[src/rtl/sbuf_pkg.sv]
package sbuf_pkg;
  localparam int ADDR_W     = 32;
  localparam int WORD_BYTES = 4;
  localparam int DATA_W     = 8 * WORD_BYTES;
  localparam int OFS_W      = $clog2(WORD_BYTES);
  localparam int WADDR_W    = ADDR_W - OFS_W;

  typedef struct packed {
    logic [WADDR_W-1:0]    waddr;
    logic [WORD_BYTES-1:0] be;
    logic [DATA_W-1:0]     data;
  } sb_entry_t;
endpackage

[src/rtl/sbuf_queue.sv]
module sbuf_queue
  import sbuf_pkg::*;
#(
  parameter int DEPTH = 8,
  localparam int IDX_W = $clog2(DEPTH),
  localparam int CNT_W = $clog2(DEPTH + 1)
) (
  input  logic                  clk_i,
  input  logic                  rst_ni,
  input  logic                  push_i,
  input  logic [WADDR_W-1:0]    push_waddr_i,
  input  logic [WORD_BYTES-1:0] push_be_i,
  input  logic [DATA_W-1:0]     push_data_i,
  input  logic                  pop_i,
  output sb_entry_t             ent_o [DEPTH],
  output logic [IDX_W-1:0]      head_o,
  output logic [CNT_W-1:0]      count_o
);
  sb_entry_t        ent_q [DEPTH];
  logic [IDX_W-1:0] head_q, tail_q, young;
  logic [CNT_W-1:0] count_q;
  logic             merge, alloc;

  function automatic logic [IDX_W-1:0] wrap_inc(input logic [IDX_W-1:0] p);
    return (p == IDX_W'(DEPTH - 1)) ? '0 : p + 1'b1;
  endfunction

  assign young = (tail_q == '0) ? IDX_W'(DEPTH - 1) : tail_q - 1'b1;
  // fold only when the youngest entry is not the one at the cache port
  assign merge = push_i && (count_q >= CNT_W'(2)) && (ent_q[young].waddr == push_waddr_i);
  assign alloc = push_i && !merge;

  always_ff @(posedge clk_i or negedge rst_ni) begin
    if (!rst_ni) begin
      head_q  <= '0;
      tail_q  <= '0;
      count_q <= '0;
      for (int i = 0; i < DEPTH; i++) ent_q[i] <= '0;
    end else begin
      if (merge) begin
        ent_q[young].be <= ent_q[young].be | push_be_i;
        for (int b = 0; b < WORD_BYTES; b++)
          if (push_be_i[b]) ent_q[young].data[8*b +: 8] <= push_data_i[8*b +: 8];
      end else if (alloc) begin
        ent_q[tail_q] <= '{waddr: push_waddr_i, be: push_be_i, data: push_data_i};
        tail_q        <= wrap_inc(tail_q);
      end
      if (pop_i) head_q <= wrap_inc(head_q);
      count_q <= count_q + CNT_W'(alloc) - CNT_W'(pop_i);
    end
  end

  assign ent_o   = ent_q;
  assign head_o  = head_q;
  assign count_o = count_q;
endmodule

[src/rtl/sbuf_fwd.sv]
module sbuf_fwd
  import sbuf_pkg::*;
#(
  parameter int DEPTH = 8,
  localparam int IDX_W = $clog2(DEPTH),
  localparam int CNT_W = $clog2(DEPTH + 1)
) (
  input  sb_entry_t             ent_i [DEPTH],
  input  logic [IDX_W-1:0]      head_i,
  input  logic [CNT_W-1:0]      count_i,
  input  logic [WADDR_W-1:0]    ld_waddr_i,
  output logic [DATA_W-1:0]     data_o,
  output logic [WORD_BYTES-1:0] hit_o
);
  // walk oldest to youngest so younger matches overwrite
  always_comb begin
    logic [IDX_W:0] s;
    logic [IDX_W-1:0] idx;
    data_o = '0;
    hit_o  = '0;
    for (int i = 0; i < DEPTH; i++) begin
      s = {1'b0, head_i} + (IDX_W+1)'(i);
      if (s >= (IDX_W+1)'(DEPTH)) s = s - (IDX_W+1)'(DEPTH);
      idx = s[IDX_W-1:0];
      if ((CNT_W'(i) < count_i) && (ent_i[idx].waddr == ld_waddr_i)) begin
        for (int b = 0; b < WORD_BYTES; b++) begin
          if (ent_i[idx].be[b]) begin
            data_o[8*b +: 8] = ent_i[idx].data[8*b +: 8];
            hit_o[b]         = 1'b1;
          end
        end
      end
    end
  end
endmodule

[src/rtl/sbuf_fence.sv]
module sbuf_fence (
  input  logic clk_i,
  input  logic rst_ni,
  input  logic req_i,
  input  logic empty_i,
  output logic ack_o,
  output logic block_o
);
  logic pend_q;

  assign ack_o   = pend_q && empty_i;
  assign block_o = pend_q || req_i;

  always_ff @(posedge clk_i or negedge rst_ni) begin
    if (!rst_ni)    pend_q <= 1'b0;
    else if (req_i) pend_q <= 1'b1;
    else if (ack_o) pend_q <= 1'b0;
  end
endmodule

[src/rtl/sbuf_top.sv]
module sbuf_top
  import sbuf_pkg::*;
#(
  parameter int DEPTH = 8,
  localparam int IDX_W = $clog2(DEPTH),
  localparam int CNT_W = $clog2(DEPTH + 1)
) (
  input  logic                  clk_i,
  input  logic                  rst_ni,
  input  logic                  st_valid_i,
  output logic                  st_ready_o,
  input  logic [WADDR_W-1:0]    st_addr_i,
  input  logic [WORD_BYTES-1:0] st_be_i,
  input  logic [DATA_W-1:0]     st_data_i,
  input  logic [WADDR_W-1:0]    ld_addr_i,
  output logic [DATA_W-1:0]     ld_data_o,
  output logic [WORD_BYTES-1:0] ld_hit_o,
  input  logic                  fence_req_i,
  output logic                  fence_ack_o,
  output logic                  cw_valid_o,
  input  logic                  cw_ready_i,
  output logic [WADDR_W-1:0]    cw_addr_o,
  output logic [WORD_BYTES-1:0] cw_be_o,
  output logic [DATA_W-1:0]     cw_data_o
);
  sb_entry_t        ent [DEPTH];
  logic [IDX_W-1:0] head;
  logic [CNT_W-1:0] count_q;
  logic             full, block, push, pop;

  assign full       = (count_q == CNT_W'(DEPTH));
  assign st_ready_o = !full && !block;
  assign push       = st_valid_i && st_ready_o;
  assign cw_valid_o = (count_q != '0);
  assign pop        = cw_valid_o && cw_ready_i;
  assign cw_addr_o  = ent[head].waddr;
  assign cw_be_o    = ent[head].be;
  assign cw_data_o  = ent[head].data;

  sbuf_queue #(.DEPTH(DEPTH)) u_queue (
    .clk_i        (clk_i),
    .rst_ni       (rst_ni),
    .push_i       (push),
    .push_waddr_i (st_addr_i),
    .push_be_i    (st_be_i),
    .push_data_i  (st_data_i),
    .pop_i        (pop),
    .ent_o        (ent),
    .head_o       (head),
    .count_o      (count_q)
  );

  sbuf_fwd #(.DEPTH(DEPTH)) u_fwd (
    .ent_i      (ent),
    .head_i     (head),
    .count_i    (count_q),
    .ld_waddr_i (ld_addr_i),
    .data_o     (ld_data_o),
    .hit_o      (ld_hit_o)
  );

  sbuf_fence u_fence (
    .clk_i   (clk_i),
    .rst_ni  (rst_ni),
    .req_i   (fence_req_i),
    .empty_i (!cw_valid_o),
    .ack_o   (fence_ack_o),
    .block_o (block)
  );
endmodule

[config.mk]
export PLATFORM = sky130hd
export DESIGN_NAME = sbuf_top
export DESIGN_NICKNAME = d
export VERILOG_FILES = /design/src/rtl/sbuf_pkg.sv /design/src/rtl/sbuf_queue.sv /design/src/rtl/sbuf_fwd.sv /design/src/rtl/sbuf_fence.sv /design/src/rtl/sbuf_top.sv
export SDC_FILE = /design/constraint.sdc
export NUM_CORES = 2
export LEC_CHECK = 0
export ABC_CLOCK_PERIOD_IN_PS = 8200
export BUFFER_PORTS_ARGS = -buffer_cell sky130_fd_sc_hd__buf_2
export CAP_MARGIN = 15
export CORE_ASPECT_RATIO = 0.9
export CORE_MARGIN = 2
export CORE_UTILIZATION = 40
export DETAILED_ROUTE_END_ITERATION = 8
export GPL_TIMING_DRIVEN = 0
export PLACE_DENSITY_LB_ADDON = 0.2
export SLEW_MARGIN = 5
export SYNTH_ARGS = -nofsm -noshare
export SYNTH_HDL_FRONTEND = slang
export SYNTH_SLANG_ARGS = --single-unit
export TNS_END_PERCENT = 100
[constraint.sdc]
create_clock -name clk_i -period 8.2 [get_ports clk_i]
set_input_delay 0.82 -clock clk_i [delete_from_list [all_inputs] [get_ports clk_i]]
set_output_delay 0.82 -clock clk_i [all_outputs]
set_load 0.02 [all_outputs]
==> run metrics <==
Post-Syn Area 50360 µm²; Critical Path End Type flop; min Tclk post-route 8.537 ns; antenna violations before repair 32; Worst Hold Class in2async; reg2reg end u_queue.ent_o[514]; Syn Area/Cell 10.10 µm²; Synth top cells by count 816 x nand2_1, 539 x dfrtp_1, 520 x mux2_2; core area 125000 µm²; CTS tree yes; failing checks setup timing; Yosys cell types 96; post-synthesis mux area share 37.31%; routed vias 52.14k; Final Non-Filler Cells 7041; num rows 123; drt pass-1 iters 9; Critical Path RT 8.83 ns; Clock Pin Slew Worst Setup and Hold Paths 0.06 ns; Synth Register Bits 539; chip width 378.0 µm; H-tree depth 3; pin count of the biggest net entering global routing 115; pwr dens 550.3 nW/µm²; reg-to-reg slack, setup -0.34 ns; largest family of logic cells by synthesized area multiplexers; Overall Global Routing Usage 48.81%; Simple-Gate Fraction of Synth Area 12.92%; DR iter-0 viols 9154; # hold bufs at CTS 0; Area Growth Syn to Fin 13.84%; Worst Setup EP u_queue.ent_o[514]; worst reg2reg path startpoint u_queue.tail_q[0]; Final Hold Fails 0; Clock Latency Late Sink 0.72 ns; RSZ-0062 raised after global routing no; placed insts 6859; Main synth FF type dfrtp_1; port bufs 154; Max-Cap Viols 0; DRC viols 0; Leakage 23.91 nW; synthesized instance count 4987; Synth Area in Adders 0.3876%; clk root buf clkbuf_16; CP Launch Point u_queue.tail_q[0]; Achievable Freq 117.1 MHz; Nets 5390; Max VDD drop 0.2999 mV; Die H 340.6 µm; detailed-route wire length 322200 µm; Vias per Instance 7.405; post-route setup slack -0.3366 ns; Final Util 45.87%; Final setup viols 232; Synth area leader dfrtp_1; DRT antenna net count 0; startpoint type of the worst setup path flop; worst-path maximum fanout 11; CTS Buffer Depth 3; vias in the first global route 47.61k; Post-DP HPWL 248600 µm; count of pins over their slew limit 0; Reg2Reg Depth 24; worst slack, placed -3.568 ns; Post-synth EDFFs 0; DIE AREA 128800 µm²; status finished, violations left; grt total ovfl 0; final period utilization 104.1%; layout cells sized above 1 30.42%; Critical Path AT 9.17 ns; post-synthesis net count 5103; sequential cell area fraction in the yosys report 26.78%; RD Place Congestion 1.121; total design power 31.54 mW; Synth top area share 26.78%; post-synthesis compound-gate area fraction 14.13%; initial core utilization 40.30%; Synth Area in XOR/XNOR 3.791%; global-route wire length before repair 425700 µm; clk sink count 539; total CTS buffers 67; FFs w/ async S/R, synth 100.0%; Crit Path Category reg2reg; I/O Pins 206; Ys Warns 0; Worst-Margin Slew 1.341 ns; drt wl/cell 45.76 µm; normalized max-slew margin 8.040%; Worst Skew 0.03038 ns; top-count cell post-synth nand2_1; synth top area cells dfrtp_1 27%, mux4_2 18%, mux2_2 12%, mux2i_1 7.7%, nand2_1 6.1%
[report_power, final]
group / total [mW] / switching (mW) / internal [mW] / leakage [nW]
Sequential: 5.64 / 2.16 / 3.49 / 7.28
Combinational: 22.7 / 14.9 / 7.84 / 15.5
Clock: 3.17 / 1.36 / 1.81 / 1.11
Total: 31.5 / 18.4 / 13.1 / 23.9
[cells by family (layout without fill, tap and decap cells)]
kind of cell,after synthesis,count (layout)
mux,1310,1310
flops,539,539
other cells,0,29
compound gates,1000,1000
xor+xnor,218,218
simple gates,1400,1400
buf+inv,505,843
fa+ha+maj,15,15
[area by class of cell]
type | count | area [µm²]
Clock buffer | 96 | 1927
Sequential cell | 539 | 13490
Multi-Input combinational cell | 3943 | 35110
Fill cell | 12123 | 67640
Timing Repair Buffer | 225 | 1584
Clock inverter | 24 | 345.3
Antenna cell | 29 | 72.57
Tap cell | 1687 | 2111
Inverter | 54 | 222.7
Buffer | 444 | 2465
[critical path, stage by stage, from the launching register on]
cell	delay (ns)
dfrtp_1	0.36
buf_2	0.22
clkbuf_1	0.50
inv_1	0.27
clkbuf_2	0.37
ha_1	0.30
ha_1	0.29
buf_2	0.26
buf_2	0.35
buf_2	0.63
buf_1	0.46
buf_8	0.25
mux2i_1	0.20
nand2_1	0.08
o221ai_1	0.07
a21oi_1	0.10
xnor2_1	0.90
and2_1	0.28
nand4_1	0.33
buf_2	0.33
clkbuf_1	0.25
o211ai_1	0.74
clkbuf_4	0.59
nand2_1	0.11
nand2_1	0.09
[layout by cell type, fill, tap and decap left out, drive strengths merged, types with 46 or more instances in the layout]
cell type  count
xnor2        177
nand2        816
mux4         401
o22ai        150
o21ai        197
a21oi        157
a22o          46
a31oi         77
buf          490
clkbuf       270
nor3          67
mux2         520
mux2i        389
dfrtp        539
nor2         144
nand3         49
inv           47
[sequential cells by signal (all words and copies together), names as in the netlist]
register	cells
u_fence.pend_q	1
u_queue.count_o	4
u_queue.ent_o	528
u_queue.head_o	3
u_queue.tail_q	3
[metal layers]
metal	track usage [%]	up-vias	share of wire, %
li1	-	19756	-
met1	68.01	26742	41
met2	61.66	4726	37
met3	25.12	896	16
met4	21.87	16	5.5
met5	0	-	0.065
[worst min-delay path by stage]
stage,slack (ns),from,to
2_1_floorplan,0.46,u_fence.pend_q,u_fence.pend_q
3_3_place_gp,0.48,u_fence.pend_q,u_fence.pend_q
3_5_place_dp,0.49,u_fence.pend_q,u_fence.pend_q
4_1_cts,0.04,rst_ni,u_queue.ent_o[129]
5_1_grt,0.08,rst_ni,u_queue.ent_o[254]
6_report,0.04,rst_ni,u_queue.ent_o[254]
[per-stage QoR]
step / hold slack, ns / TNS, ns / instance area, µm²
global route: 0.07656 / 0 / 57260
global placement: 0.4844 / -3376.22 / 53240
finish: 0.03674 / -19.63 / 57330
floorplan: 0.4646 / 0 / 50360
detailed placement: 0.4947 / -198.18 / 53770
CTS: 0.04342 / -0.02895 / 56910
[timing repair]
| action | in CTS | in global routing |
|---|---|---|
| pin swaps | 11 | 12 |
| gates resized for setup | 158 | 71 |
| endpoints found under the setup margin | 496 | 385 |
| cloned | 0 | 0 |
| buffers inserted | 23 | 10 |
Note: power is estimated with default switching activity, not from simulation.
